[src/rtl/ptw_pkg.sv]
package ptw_pkg;
  // Entry bit positions shared by both table levels.
  localparam int ENT_V = 0;
  localparam int ENT_R = 1;
  localparam int ENT_W = 2;
  localparam int ENT_X = 3;
  localparam int ENT_D = 4;

  typedef enum logic [2:0] {
    WS_IDLE,
    WS_DIR,
    WS_TBL,
    WS_WB,
    WS_FIN
  } walk_state_e;

  localparam logic [1:0] FLT_NONE = 2'd0;
  localparam logic [1:0] FLT_DIR  = 2'd1;
  localparam logic [1:0] FLT_TBL  = 2'd2;
  localparam logic [1:0] FLT_PROT = 2'd3;
endpackage

[src/rtl/ptw_addr.sv]
module ptw_addr #(
  parameter int ADDR_W = 32,
  parameter int OFF_W  = 12,
  parameter int IDX_W  = 10,
  localparam int PPN_W = ADDR_W - OFF_W
) (
  input  logic [ADDR_W-1:0] base,
  input  logic [PPN_W-1:0]  vpn,
  input  logic [PPN_W-1:0]  dir_ppn,
  output logic [ADDR_W-1:0] dir_addr,
  output logic [ADDR_W-1:0] tbl_addr
);
  localparam int PAD = ADDR_W - IDX_W - 2;

  logic [IDX_W-1:0] dir_idx;
  logic [IDX_W-1:0] tbl_idx;

  always_comb begin
    dir_idx  = vpn[PPN_W-1 -: IDX_W];
    tbl_idx  = vpn[IDX_W-1:0];
    dir_addr = base + {{PAD{1'b0}}, dir_idx, 2'b00};
    tbl_addr = {dir_ppn, {OFF_W{1'b0}}} + {{PAD{1'b0}}, tbl_idx, 2'b00};
  end
endmodule

[src/rtl/ptw_check.sv]
module ptw_check
  import ptw_pkg::*;
(
  input  logic [ENT_D:0] entry,
  input  logic           is_write,
  output logic           valid,
  output logic           perm_ok,
  output logic           need_wb
);
  always_comb begin
    valid   = entry[ENT_V];
    perm_ok = !is_write || entry[ENT_W];
    need_wb = entry[ENT_V] && is_write && entry[ENT_W] && !entry[ENT_D];
  end

  // a write-back is never requested for a page that forbids stores
  always_comb begin
    if (need_wb) begin
      p_wb_needs_perm_r7: assert (perm_ok && valid);
    end
  end
endmodule

[src/rtl/ptw_top.sv]
module ptw_top
  import ptw_pkg::*;
#(
  parameter int ADDR_W = 32,
  parameter int OFF_W  = 12,
  parameter int IDX_W  = 10,
  localparam int PPN_W = ADDR_W - OFF_W,
  localparam int PERM_W = ENT_D - ENT_R + 1
) (
  input  logic              clk,
  input  logic              rst_n,
  input  logic [ADDR_W-1:0] ptbr,
  input  logic              req_valid,
  input  logic [ADDR_W-1:0] req_vaddr,
  input  logic              req_write,
  output logic              busy,
  output logic              done,
  output logic [1:0]        fault_code,
  output logic [PPN_W-1:0]  resp_ppn,
  output logic [ADDR_W-1:0] resp_paddr,
  output logic [PERM_W-1:0] resp_perm,
  output logic              mem_req,
  output logic              mem_we,
  output logic [ADDR_W-1:0] mem_addr,
  output logic [ADDR_W-1:0] mem_wdata,
  input  logic              mem_ack,
  input  logic [ADDR_W-1:0] mem_rdata
);
  walk_state_e state_q, state_d;

  logic [ADDR_W-1:0] vaddr_q, base_q, pte_q;
  logic [PPN_W-1:0]  dir_ppn_q;
  logic              write_q;
  logic [1:0]        fault_q, fault_d;
  logic              ld_req, ld_dir, ld_pte, ld_fault, set_dirty;

  logic [ADDR_W-1:0] dir_addr, tbl_addr;
  logic              ent_valid, ent_perm_ok, ent_need_wb;

  ptw_addr #(.ADDR_W(ADDR_W), .OFF_W(OFF_W), .IDX_W(IDX_W)) u_addr (
    .base     (base_q),
    .vpn      (vaddr_q[ADDR_W-1:OFF_W]),
    .dir_ppn  (dir_ppn_q),
    .dir_addr (dir_addr),
    .tbl_addr (tbl_addr)
  );

  ptw_check u_check (
    .entry    (mem_rdata[ENT_D:0]),
    .is_write (write_q),
    .valid    (ent_valid),
    .perm_ok  (ent_perm_ok),
    .need_wb  (ent_need_wb)
  );

  // Next-state logic
  always_comb begin
    state_d   = state_q;
    fault_d   = fault_q;
    ld_req    = 1'b0;
    ld_dir    = 1'b0;
    ld_pte    = 1'b0;
    ld_fault  = 1'b0;
    set_dirty = 1'b0;
    unique case (state_q)
      WS_IDLE: begin
        if (req_valid) begin
          ld_req   = 1'b1;
          ld_fault = 1'b1;
          fault_d  = FLT_NONE;
          state_d  = WS_DIR;
        end
      end
      WS_DIR: begin
        if (mem_ack) begin
          if (!ent_valid) begin
            ld_fault = 1'b1;
            fault_d  = FLT_DIR;
            state_d  = WS_FIN;
          end else begin
            ld_dir  = 1'b1;
            state_d = WS_TBL;
          end
        end
      end
      WS_TBL: begin
        if (mem_ack) begin
          ld_pte = 1'b1;
          if (!ent_valid) begin
            ld_fault = 1'b1;
            fault_d  = FLT_TBL;
            state_d  = WS_FIN;
          end else if (!ent_perm_ok) begin
            ld_fault = 1'b1;
            fault_d  = FLT_PROT;
            state_d  = WS_FIN;
          end else if (ent_need_wb) begin
            state_d = WS_WB;
          end else begin
            state_d = WS_FIN;
          end
        end
      end
      WS_WB: begin
        if (mem_ack) begin
          set_dirty = 1'b1;
          state_d   = WS_FIN;
        end
      end
      WS_FIN:  state_d = WS_IDLE;
      default: state_d = WS_IDLE;
    endcase
  end

  // Control registers
  always_ff @(posedge clk or negedge rst_n) begin
    if (!rst_n) begin
      state_q <= WS_IDLE;
      fault_q <= FLT_NONE;
    end else begin
      state_q <= state_d;
      if (ld_fault) fault_q <= fault_d;
    end
  end

  // Datapath registers with explicit enables
  always_ff @(posedge clk) begin
    if (ld_req) begin
      vaddr_q <= req_vaddr;
      write_q <= req_write;
      base_q  <= ptbr;
    end
    if (ld_dir)    dir_ppn_q <= mem_rdata[ADDR_W-1:OFF_W];
    if (ld_pte)    pte_q     <= mem_rdata;
    else if (set_dirty) pte_q <= mem_wdata;
  end

  // Outputs
  always_comb begin
    busy       = (state_q == WS_DIR) || (state_q == WS_TBL) || (state_q == WS_WB);
    done       = (state_q == WS_FIN);
    mem_req    = busy;
    mem_we     = (state_q == WS_WB);
    mem_addr   = (state_q == WS_DIR) ? dir_addr : tbl_addr;
    mem_wdata  = pte_q | (ADDR_W'(1) << ENT_D);
    fault_code = fault_q;
    resp_ppn   = pte_q[ADDR_W-1:OFF_W];
    resp_paddr = {pte_q[ADDR_W-1:OFF_W], vaddr_q[OFF_W-1:0]};
    resp_perm  = pte_q[ENT_D:ENT_R];
  end

  // Assertions
  p_quiet_when_idle_r1: assert property (@(posedge clk) disable iff (!rst_n)
    !busy |-> !mem_req);

  p_hold_until_ack_r10: assert property (@(posedge clk) disable iff (!rst_n)
    (mem_req && !mem_ack) |=> (mem_req && $stable(mem_addr) && $stable(mem_we)));

  p_busy_to_done_r11: assert property (@(posedge clk) disable iff (!rst_n)
    busy |=> (busy || done));

  p_done_single_r12: assert property (@(posedge clk) disable iff (!rst_n)
    done |=> !done);

  p_wb_marks_dirty_r8: assert property (@(posedge clk) disable iff (!rst_n)
    mem_we |-> (write_q && mem_wdata[ENT_D] && mem_wdata[ENT_W] && mem_wdata[ENT_V]));
endmodule

[config.mk]
export PLATFORM = sky130hd
export DESIGN_NAME = ptw_top
export DESIGN_NICKNAME = d
export VERILOG_FILES = /design/src/rtl/ptw_pkg.sv /design/src/rtl/ptw_addr.sv /design/src/rtl/ptw_check.sv /design/src/rtl/ptw_top.sv
export SDC_FILE = /design/constraint.sdc
export NUM_CORES = 1
export LEC_CHECK = 0
export BUFFER_PORTS_ARGS = -buffer_cell sky130_fd_sc_hd__buf_2
export CAP_MARGIN = 20
export CORE_ASPECT_RATIO = 0.75
export CORE_MARGIN = 4
export CORE_UTILIZATION = 30
export DETAILED_ROUTE_END_ITERATION = 12
export MAX_ROUTING_LAYER = met4
export PLACE_DENSITY = 0.51
export REMOVE_ABC_BUFFERS = 1
export SKIP_CTS_REPAIR_TIMING = 1
export SLEW_MARGIN = 40
export SYNTH_ARGS = -nofsm -noshare
export SYNTH_HDL_FRONTEND = slang
export SYNTH_HIERARCHICAL = 1
export SYNTH_SLANG_ARGS = --single-unit
[constraint.sdc]
create_clock -name clk -period 17.26 [get_ports clk]
set_input_delay 2.589 -clock clk [delete_from_list [all_inputs] [get_ports clk]]
set_output_delay 2.589 -clock clk [all_outputs]
set_load 0.1 [all_outputs]
# Word-level counts from Yosys, hierarchy flattened
# Cells that the tools add are included.
# Widths: inputs -> output; s select.
dict set report word_totals {
  out_inout_bits 126
  inputBits 101
  word_cells 66
  register_bits 122
}
dict set report op_classes {
  n_mux 33
  eq_ne 10
  reduce_logical 13
  add_sub_neg 2
}
# op n
set op_table {}
lappend op_table {{$add 32x12->32} 2}
lappend op_table {{$mux 32} 2}
lappend op_table {{$mux 3} 8}
lappend op_table {{$mux 1} 13}
lappend op_table {{$mux 2} 6}
lappend op_table {{$pmux 3 s4} 1}
lappend op_table {{$ne 2x2->1 const B} 4}
lappend op_table {{$reduce_and 7->1} 1}
lappend op_table {{$eq 3x2->1 const B} 2}
lappend op_table {{$pmux 2 s3} 1}
lappend op_table {{$mux 5} 1}
lappend op_table {{$reduce_and 4->1} 1}
lappend op_table {{$eq 3x1->1 const B} 1}
lappend op_table {{$eq 3x3->1 const B} 1}
lappend op_table {{$logic_and 1x1->1} 3}
lappend op_table {{$logic_not 3->1} 1}
lappend op_table {{$logic_or 1x1->1} 3}
lappend op_table {{$ne 3x3->1 const B} 1}
lappend op_table {{$pmux 1 s3} 1}
lappend op_table {{$reduce_bool 3->1} 1}
lappend op_table {{$logic_not 1->1} 2}
lappend op_table {{$ne 2x1->1 const B} 1}
lappend op_table {{$reduce_bool 2->1} 1}

# Longest topological paths before layout
dict set report logic_depth {
  word_depth 8
  ltp_mapped 11
}

# Modules after synthesis
# Netlist, hierarchy kept.
# module cells_each seq_area_each_um2 n_inst area_each_um2
set modules_own_cells {}
lappend modules_own_cells {ptw_top 294 3638.5 1 4924.7}
lappend modules_own_cells {ptw_addr 154 0.0 1 1123.6}
lappend modules_own_cells {ptw_check 3 0.0 1 23.8}

# Least setup slack after synthesis
# Ideal clock, no wire load.
dict set report synth_timing {
  path_kind {input to register}
  start {input req_valid}
  end {register base_q[0] (enable)}
  setup_ps 571
  setup_slack_ps 9557
  required_time_ps 16689
  stages 2
  arrival_ps 7133
  n_path_buf 0
  cell_sequence {nand2b_1 -> nor3_1}
}
dict set report synth_via {
  elab_chain_cells 2
}
# element line
set synth_lines {}
lappend synth_lines {{start, declared} ptw_top.sv:13} ;# input logic req_valid,
lappend synth_lines {{$mux 1} ptw_top.sv:67} ;# if (req_valid) begin
lappend synth_lines {{$mux 1} ptw_top.sv:65} ;# unique case (state_q)
lappend synth_lines {{end signal, assigned} ptw_top.sv:131} ;# base_q <= ptbr;
lappend synth_lines {{end, declared} ptw_top.sv:31} ;# logic [ADDR_W-1:0] vaddr_q, base_q, pte_q;
# Every way passes these cells.
# A chain may end at the register's enable or synchronous reset.

# Final worst setup path
dict set report layout_timing {
  start {register base_q[2]}
  end {output mem_addr[26]}
}
dict set report layout_via {
  elab_chain_cells 2
}
# element line
set layout_lines {}
lappend layout_lines {{$add 32x12->32} ptw_addr.sv:21} ;# dir_addr = base + {{PAD{1'b0}}, dir_idx, 2'b00};
lappend layout_lines {{named net dir_addr[26]} ptw_top.sv:37} ;# logic [ADDR_W-1:0] dir_addr, tbl_addr;
lappend layout_lines {{$mux 32} ptw_top.sv:144} ;# mem_addr = (state_q == WS_DIR) ? dir_addr : tbl_addr;
lappend layout_lines {{end, declared} ptw_top.sv:24} ;# output logic [ADDR_W-1:0] mem_addr,
# The timed path passes the listed nets, and every way through them passes these cells.

==> results.json <==
{
  "drive_gt1_share_pct": 49.1,
  "htreeDepth": 4,
  "fp.dieH_um": 131,
  "crit_arrival_ps": 3560,
  "fin_skew_ps": 11.3,
  "synth_top_cell_area_share_pct": 57.9,
  "cts_root_buffer": "clkbuf_16",
  "synth_top_family_by_area": "buffers and inverters",
  "p_per_area_nw_per_um2": 205,
  "p_clk_share_pct": 22.3,
  "cp-end-kind": "output pin",
  "grt-ovfl-total": 0,
  "syn2layout_area_growth_pct": 20.3,
  "post_drt_wl_per_cell_um": 16.9,
  "min_period_ps": 6150,
  "io_buffers": 225,
  "avgViaCountPerCell": 4.49,
  "cp_max_fo": 10,
  "synth_xor_area_share_pct": 3.89,
  "yosys.area.top_type": "edfxtp_1",
  "yosys.area_share.simple_pct": 9.83,
  "p_comb_share_pct": 49.6,
  "pin_count": 227,
  "ir_worst_vdd_v": 0.000103,
  "cts.clk_slew.worst_paths_ps": 60,
  "grt_start_max_net_pins": 67,
  "clk_latency_ps": 410,
  "synth.avg_cell_area_um2": 13.5,
  "ys_warn_count": 6,
  "finalHoldViolCount": 0,
  "drt_first_pass_iters": 4,
  "synthArstFlopShare_pct": 4.10,
  "fmax_mhz": 163,
  "outcome": "finished clean",
  "final_max_slew_viol_count": 0,
  "critPathKind": "register to output pin",
  "synth-edff-count": 117,
  "drt-total-wl_um": 14500,
  "nFillCells": 1913,
  "synth-adder-area-share_pct": 2.39,
  "crit_family": "compound AO/OA/AOI/OAI gates",
  "final_cell_mix": "225 x buf_2, 117 x edfxtp_1, 32 x and3_1, 32 x mux2_2, 17 x clkbuf_16",
  "power.leakage_nw": 3.15,
  "num-nets-final": 702,
  "ant_nets": 0,
  "yosysSeqAreaShare_pct": 59.9,
  "drtIter0Drc": 147,
  "grt_pass1_wl_um": 22100,
  "muxShareOfSynthArea_pct": 5.93,
  "switchingPower_mw": 0.754,
  "setup_violations": 0,
  "worstSetupStartpointType": "register",
  "syn_area_um2": 6070,
  "gp_congestion": 0.779,
  "ys_ff_latch": 122,
  "p_sw_share_pct": 50.4,
  "worstMarginPinSlew_ps": 707,
  "r2r_cells": 3,
  "cpPeakStageDelay_ps": 600,
  "clock_path_buffers": 2,
  "rsz0062_at_grt": "no",
  "min_path_cells": 1,
  "dp.final_hpwl_um": 10400,
  "netlist_instances": 451,
  "num_vias": 3836,
  "worst-endpoint-required_ps": 14670,
  "critical_path_buf_inv_count": 2,
  "final_util_pct": 37.3,
  "cts_tree": "yes",
  "intPower_mw": 0.742,
  "cts_buffers": 17,
  "dieArea_um2": 22600,
  "clock-sinks": 122,
  "post-route-period-util_pct": 35.7,
  "ys_types": 50,
  "synthFlopType": "edfxtp_1",
  "slew_headroom_pct": 52.8,
  "tns_ps": 0,
  "num_antenna_cells": 0,
  "synthTopCellsByArea": "edfxtp_1 58%, buf_4 12%, mux2_2 5.9%, and3_1 3.4%, xnor2_1 2.3%",
  "track_usage_pct": 13.1,
  "drcViolationCount": 0,
  "num_rows": 44,
  "cp.depth": 11,
  "cp_slowest_cell": "o41a_1",
  "antenna_found_initial": 0,
  "path_cells": "ha_1, inv_1, fa_1, and2b_1, o2111ai_1, a21oi_1, o41a_1, nand4b_1, xnor2_1, mux2_2, buf_2",
  "p_seq_share_pct": 28.1,
  "floorplan.initialDensity_pct": 31.0,
  "core_area_um2": 19600,
  "hp-class": "register to register",
  "mostFrequentLayoutCell": "buf_2",
  "grt_pass1_vias": 4039,
  "cap_violations": 0,
  "synth-compound-area-share_pct": 4.10,
  "die_w_um": 172
}
metal layers:
layer,wire [µm],up-vias,part of all wire (%),global-route usage (%)
met1,6700,1848,46,17.1
met4,159,0,1.1,3.75
met2,6610,157,46,19.9
li1,-,1819,-,-
met3,998,12,6.9,3.96
met5,0,-,0,-
Yosys cell counts (5+ instances only):
library cell / number
dfrtp_1: 5
mux2_2: 32
ha_1: 10
nand3_1: 6
clkbuf_1: 6
edfxtp_1: 117
inv_1: 9
a21oi_1: 11
buf_4: 95
nor3_1: 6
nand4_1: 8
xnor2_1: 16
nor2_1: 14
nand2_1: 14
xor2_1: 11
and3_1: 33
layout make-up:
type                       count  area [µm²]  share of cell area (%)
clock buffer                  19         433                    5.93
clock inverter                11         106                    1.46
inverter                      10        37.5                   0.514
multi-input combinational    211        1610                    22.1
sequential                   122        3640                    49.8
tap                          253         317                    4.33
timing repair buffer         228        1160                    15.9
kinds of logic after synthesis:
group	Yosys count
AND/OR/NAND/NOR	102
flip-flops	122
buffers and inverters	119
XOR/XNOR	27
other	2
adder cells (fa/ha/maj)	11
AO/OA/AOI/OAI	36
multiplexers	32
worst register-to-register path, stage by stage, from the launching register on:
cell,delay [ps]
dfrtp_1,550
inv_2,340
nor3_4,450
and3_2,620
power by group through the flow:
| stage | Clock (mW) | Sequential [mW] | Combinational [mW] |
|---|---|---|---|
| after global placement | 0 | 0.426 | 0.746 |
| after detailed placement | 0 | 0.427 | 0.751 |
| after CTS | 0.344 | 0.421 | 0.753 |
| after floorplan | 0 | 0.543 | 0.500 |
| final | 0.333 | 0.420 | 0.742 |
| after global routing | 0.357 | 0.427 | 0.780 |
registers in the layout, summed over array words and instances (netlist names):
name / cells
write_q: 1
dir_ppn_q: 20
base_q: 32
state_q: 3
fault_code: 2
vaddr_q: 32
pte_q: 32
path summary, 6_finish.rpt:
kind	start	end	slack, ps
worst max-delay path	base_q[2]	mem_addr[26]	11110
worst min-delay path	fault_code[0]	fault_code[0]	520
worst max register to register	state_q[0]	dir_ppn_q[16]	14920
worst min register to register	fault_code[0]	fault_code[0]	520
max in group asynchronous	rst_n	state_q[1]	15140
min in group asynchronous	rst_n	fault_code[1]	1980
per-stage QoR:
| step | setup WS (ps) | power (mW) | hold slack [ps] | std cells | instance area (µm²) |
|---|---|---|---|---|---|
| finish | 11110 | 1.50 | 522 | 854 | 7300 |
| floorplan | 9560 | 1.04 | 599 | 343 | 5280 |
| global placement | 11620 | 1.17 | 507 | 823 | 6750 |
| global route | 10930 | 1.56 | 547 | 854 | 7300 |
| CTS | 11060 | 1.52 | 527 | 854 | 7300 |
| detailed placement | 11540 | 1.18 | 510 | 824 | 6770 |
Note: power is estimated with default switching activity, not from simulation.
